### src/rtl/fir_mac_tdm.sv
module fir_mac_tdm #(
  parameter int TAPS  = 100,
  parameter int MULTS = 4,
  parameter int DW    = 18,
  parameter int CW    = 18,
  parameter int OW    = 44,
  parameter logic [TAPS*CW-1:0] COEFS = {TAPS{{(CW-1){1'b0}}, 1'b1}}
) (
  input  logic                 clk,
  input  logic                 rst_n,
  input  logic                 in_valid,
  input  logic signed [DW-1:0] in_data,
  output logic                 in_ready,
  output logic                 out_valid,
  output logic signed [OW-1:0] out_data
);
  localparam int PASSES = (TAPS + MULTS - 1) / MULTS;
  localparam int DEPTH  = PASSES * MULTS;
  localparam int PW     = (PASSES > 1) ? $clog2(PASSES) : 1;
  localparam int WW     = (DEPTH > 1) ? $clog2(DEPTH) : 1;
  localparam int BW     = (MULTS > 1) ? $clog2(MULTS) : 1;
  localparam int PRW    = DW + CW;

  logic signed [CW-1:0] crom [PASSES][MULTS];

  for (genvar p = 0; p < PASSES; p++) begin : g_pass
    for (genvar m = 0; m < MULTS; m++) begin : g_mul
      if (p * MULTS + m < TAPS) begin : g_tap
        assign crom[p][m] = COEFS[(p*MULTS+m)*CW +: CW];
      end else begin : g_pad
        assign crom[p][m] = '0;
      end
    end
  end

  logic                 busy;
  logic [PW-1:0]        pass;
  logic [WW-1:0]        wp;
  logic signed [DW-1:0] mem [MULTS][PASSES];
  logic [PW-1:0]        raddr [MULTS];
  logic [BW-1:0]        sel [MULTS];
  logic [BW-1:0]        wbank;
  logic [PW-1:0]        waddr;

  wire last_pass = busy && (pass == PW'(PASSES - 1));
  wire accept    = in_valid && in_ready;
  assign in_ready = !busy || last_pass;
  assign wbank = BW'(int'(wp) % MULTS);
  assign waddr = PW'(int'(wp) / MULTS);

  always_comb begin
    int newest;
    int idx;
    newest = (wp == '0) ? DEPTH - 1 : int'(wp) - 1;
    for (int b = 0; b < MULTS; b++) raddr[b] = '0;
    for (int m = 0; m < MULTS; m++) begin
      idx = (newest + DEPTH - int'(pass) * MULTS - m) % DEPTH;
      sel[m] = BW'(idx % MULTS);
      raddr[idx % MULTS] = PW'(idx / MULTS);
    end
  end

  always_ff @(posedge clk) begin
    if (!rst_n) begin
      busy <= 1'b0;
      pass <= '0;
      wp   <= '0;
      for (int b = 0; b < MULTS; b++)
        for (int a = 0; a < PASSES; a++)
          mem[b][a] <= '0;
    end else if (accept) begin
      mem[wbank][waddr] <= in_data;
      wp   <= (wp == WW'(DEPTH - 1)) ? '0 : wp + 1'b1;
      busy <= 1'b1;
      pass <= '0;
    end else if (last_pass) begin
      busy <= 1'b0;
      pass <= '0;
    end else if (busy) begin
      pass <= pass + 1'b1;
    end
  end

  logic signed [DW-1:0] bank_q [MULTS];
  logic [BW-1:0]        sel_q  [MULTS];
  logic signed [CW-1:0] cf_q   [MULTS];
  logic                 s1_vld, s1_first, s1_last;

  always_ff @(posedge clk) begin
    for (int m = 0; m < MULTS; m++) begin
      bank_q[m] <= mem[m][raddr[m]];
      sel_q[m]  <= sel[m];
      cf_q[m]   <= crom[pass][m];
    end
  end

  always_ff @(posedge clk) begin
    if (!rst_n) begin
      s1_vld   <= 1'b0;
      s1_first <= 1'b0;
      s1_last  <= 1'b0;
    end else begin
      s1_vld   <= busy;
      s1_first <= busy && (pass == '0);
      s1_last  <= last_pass;
    end
  end

  logic signed [OW-1:0] psum;
  always_comb begin
    logic signed [PRW-1:0] prod;
    psum = '0;
    for (int m = 0; m < MULTS; m++) begin
      prod = bank_q[sel_q[m]] * cf_q[m];
      psum = psum + OW'(prod);
    end
  end

  logic signed [OW-1:0] acc;
  logic                 s2_last;

  always_ff @(posedge clk) begin
    if (!rst_n) begin
      acc     <= '0;
      s2_last <= 1'b0;
    end else begin
      if (s1_vld) acc <= s1_first ? psum : acc + psum;
      s2_last <= s1_vld && s1_last;
    end
  end

  always_ff @(posedge clk) begin
    if (!rst_n) begin
      out_valid <= 1'b0;
      out_data  <= '0;
    end else begin
      out_valid <= s2_last;
      if (s2_last) out_data <= acc;
    end
  end
endmodule


### config.mk
export PLATFORM = sky130hd
export DESIGN_NAME = fir_mac_tdm
export DESIGN_NICKNAME = d
export VERILOG_FILES = /design/src/rtl/fir_mac_tdm.sv
export SDC_FILE = /design/constraint.sdc
export NUM_CORES = 2
export LEC_CHECK = 0
export ABC_AREA = 1
export BUFFER_PORTS_ARGS = -buffer_cell sky130_fd_sc_hd__buf_2
export CELL_PAD_IN_SITES_DETAIL_PLACEMENT = 1
export CELL_PAD_IN_SITES_GLOBAL_PLACEMENT = 2
export CORE_ASPECT_RATIO = 1.75
export CORE_MARGIN = 2
export CORE_UTILIZATION = 43
export DETAILED_ROUTE_END_ITERATION = 12
export PLACE_DENSITY = 0.95
export SYNTH_ARGS = -nofsm -noshare
export SYNTH_HDL_FRONTEND = slang
export SYNTH_SLANG_ARGS = --single-unit
### constraint.sdc
create_clock -name clk -period 20.4 [get_ports clk]
set_input_delay 3.06 -clock clk [delete_from_list [all_inputs] [get_ports clk]]
set_output_delay 3.06 -clock clk [all_outputs]
set_load 0.02 [all_outputs]
==> run metrics <==
RSZ-0062 raised after global routing false; post-synthesis register bit count 1984; CTS H-tree depth 4; CP endpoint kind register; Iter 0 DRT Violations 7385; share of layout cells above drive strength 1 0.0690; routed len/inst 25.4 um; crit path max fanout between 70 and 80; Primary FF master, synth edfxtp_1; Clock transition at path regs 70 ps; Post-CTS Resized 0; IO Pins between 60 and 70; count of cell types in the netlist 71; dpl cell area 0.109 mm2; Max-Cap Viols 0; Design Area, Final 0.115 mm2; synthesized cell area 0.107 mm2; critical path's top delay family simple AND/OR/NAND/NOR gates; vias in the first global route 94724; cts bufs inserted 183; asr flop ratio synth 0; status finished, final reports clean; port bufs 66; Syn Nets approximately 13000; Tmin final between 15000 and 20000 ps; WP data arrival 16470 ps; DPL Wire Length about 270 mm; core area 0.246 mm2; # setup viols final 0; horizontal die dimension 380 um; final hold vios 0; Max Root-Sink Buffers 4; WP buf/inv 9; DR vias/cell 5.72; post-route ant nets 0; fin crit share 0.768; postcts setup bufs 0; area delta synth->final 7.87%; Worst Hold Class register to register; # clock sinks 1984; Setup Skew 61.7 ps; worst slew pin tran around 1400 ps; die height around 660 um; largest cells by area after synthesis edfxtp_1, nand2_1, nor2_1; overall routing resource usage 0.310; crit path kind register to register; synth warn 0; CP max stage delay 840 ps; Gate Count Post-Synth between 10000 and 15000; clock root buffer clkbuf_16; row cnt 241; Max-slew headroom 0.0971; initial antenna violation count 9; mean post-synth cell area approximately 8.4 um2; TritonCTS clock tree yes; Final Max Slew Viols 0; Initial Util 0.432; die area approximately 0.25 mm2; routability cong. 0.932; slowest CP cell inv_2; nets@finish 12456; Worst Path Required about 21000 ps; first-pass GRT wire length between 500 and 600 mm; most used cell along the critical path nand2_1; Post-synth EDFFs 1800; # hold bufs at CTS 0; register area share after synthesis 0.542; post-synth top area share 0.507; GR Overflow Total 0; Max Freq 0.0638 GHz; Startpoint Class register; drt pass-1 iters 8; TNS Setup 0 ps; post-synth top area cell edfxtp_1; WL final 398 mm; Worst-Skew Late Latency 890 ps; Post-route DRC 0; largest net degree at the start of global routing between 100 and 150; vias 89588
-- cell families (layout without fill, tap and decap cells) --
family / after synthesis / after routing / share of synthesized area
AO/OA/AOI/OAI: 871 / 871 / 0.0486
buffers and inverters: 2096 / 1835 / 0.0790
adder cells (fa/ha/maj): 206 / 206 / 0.0270
other: 0 / 5 / 0
AND/OR/NAND/NOR: 7362 / 7362 / 0.294
XOR/XNOR: 116 / 116 / 0.00968
multiplexers: 1 / 1 / 0.0000940
flip-flops: 1984 / 1984 / 0.542
-- tightest hold or removal path, stage by stage, from the launching register on --
cell     delay [ps]
dfxtp_1         310
nand2_1          60
nor2_1           40
-- layer usage --
metal / track usage / vias up / part of all wire
li1: - / 40383 / -
met5: 0 / - / 0.000085
met2: 0.558 / 3197 / 0.51
met3: 0.0360 / 1191 / 0.054
met1: 0.323 / 44813 / 0.34
met4: 0.256 / 4 / 0.096
-- Yosys cell counts (4+ instances only) --
cell type and number:
nand2_1 2816, nor2_1 2585, edfxtp_1 1800, nand3_1 1440
inv_1 1214, clkbuf_1 544, o21ai_0 441, dfxtp_1 184
ha_1 165, nand3b_1 156, a21oi_1 144, buf_2 143
nand4_1 115, nand2_2 103, o32ai_1 96, xor2_1 89
inv_2 86, o21ai_1 51, buf_1 40, fa_1 40
buf_4 34, o211ai_1 33, buf_6 27, nand3_2 27
nor2_2 25, xnor2_1 25, nor3_1 24, nand2_4 23
o21ai_2 17, a31oi_1 15, a221oi_1 12, nor2_4 12
o32a_1 12, or2_2 12, o31ai_1 9, nand4_2 6
o21bai_1 6, o21a_1 5, a21o_1 4, clkinv_1 4
nor3_2 4
-- state kept, by name (all words and copies together) (netlist names), 5 cells and up --
signal    cells
sel_q         6
bank_q       72
pass          5
mem        1800
out_data     44
wp            7
acc          44
-- layout make-up --
cell class              count  area, um2
multi-input cells        8556      40600
inverters                1305       5000
well taps                3280       4100
clock buffers             222       4990
clock inverters           108       1110
flip-flops and latches   1984      57700
fillers                 29087     131000
repair buffers            200       1370
diodes                      5       12.5
-- through the flow --
step	cells	utilization	setup WS [ps]	hold WS, ps
2_1_floorplan	12636	-	10280	404
3_3_place_gp	15324	0.441	5460	429
3_5_place_dp	15324	0.441	4910	421
4_1_cts	15654	0.466	4850	390
5_1_grt	15656	0.466	3150	434
6_report	15660	0.466	4740	405
-- path summary, 6_finish.rpt --
path                       from               endpoint  slack (ps)  cells past startpoint
max          wp[0]$_SDFFE_PN0P_  bank_q[1][12]$_DFF_P_        4740                     81
min          s1_last$_SDFF_PN0_     s2_last$_SDFF_PN0_         400                      2
max reg2reg  wp[0]$_SDFFE_PN0P_  bank_q[1][12]$_DFF_P_        4740                     81
min reg2reg  s1_last$_SDFF_PN0_     s2_last$_SDFF_PN0_         400                      2
-- layout by cell type (no fill, tap or decap), drive strengths merged, types with 150 or more instances in the layout --
cell type / n
a21oi: 150
buf: 199
o21ai: 510
nor2: 2623
nand3b: 156
inv: 1311
ha: 165
nand2: 2942
clkbuf: 223
dfxtp: 184
nand3: 1470
edfxtp: 1800
Power is not shown: default switching activity piles up to over one toggle a cycle in this logic, so the estimate is an artifact.
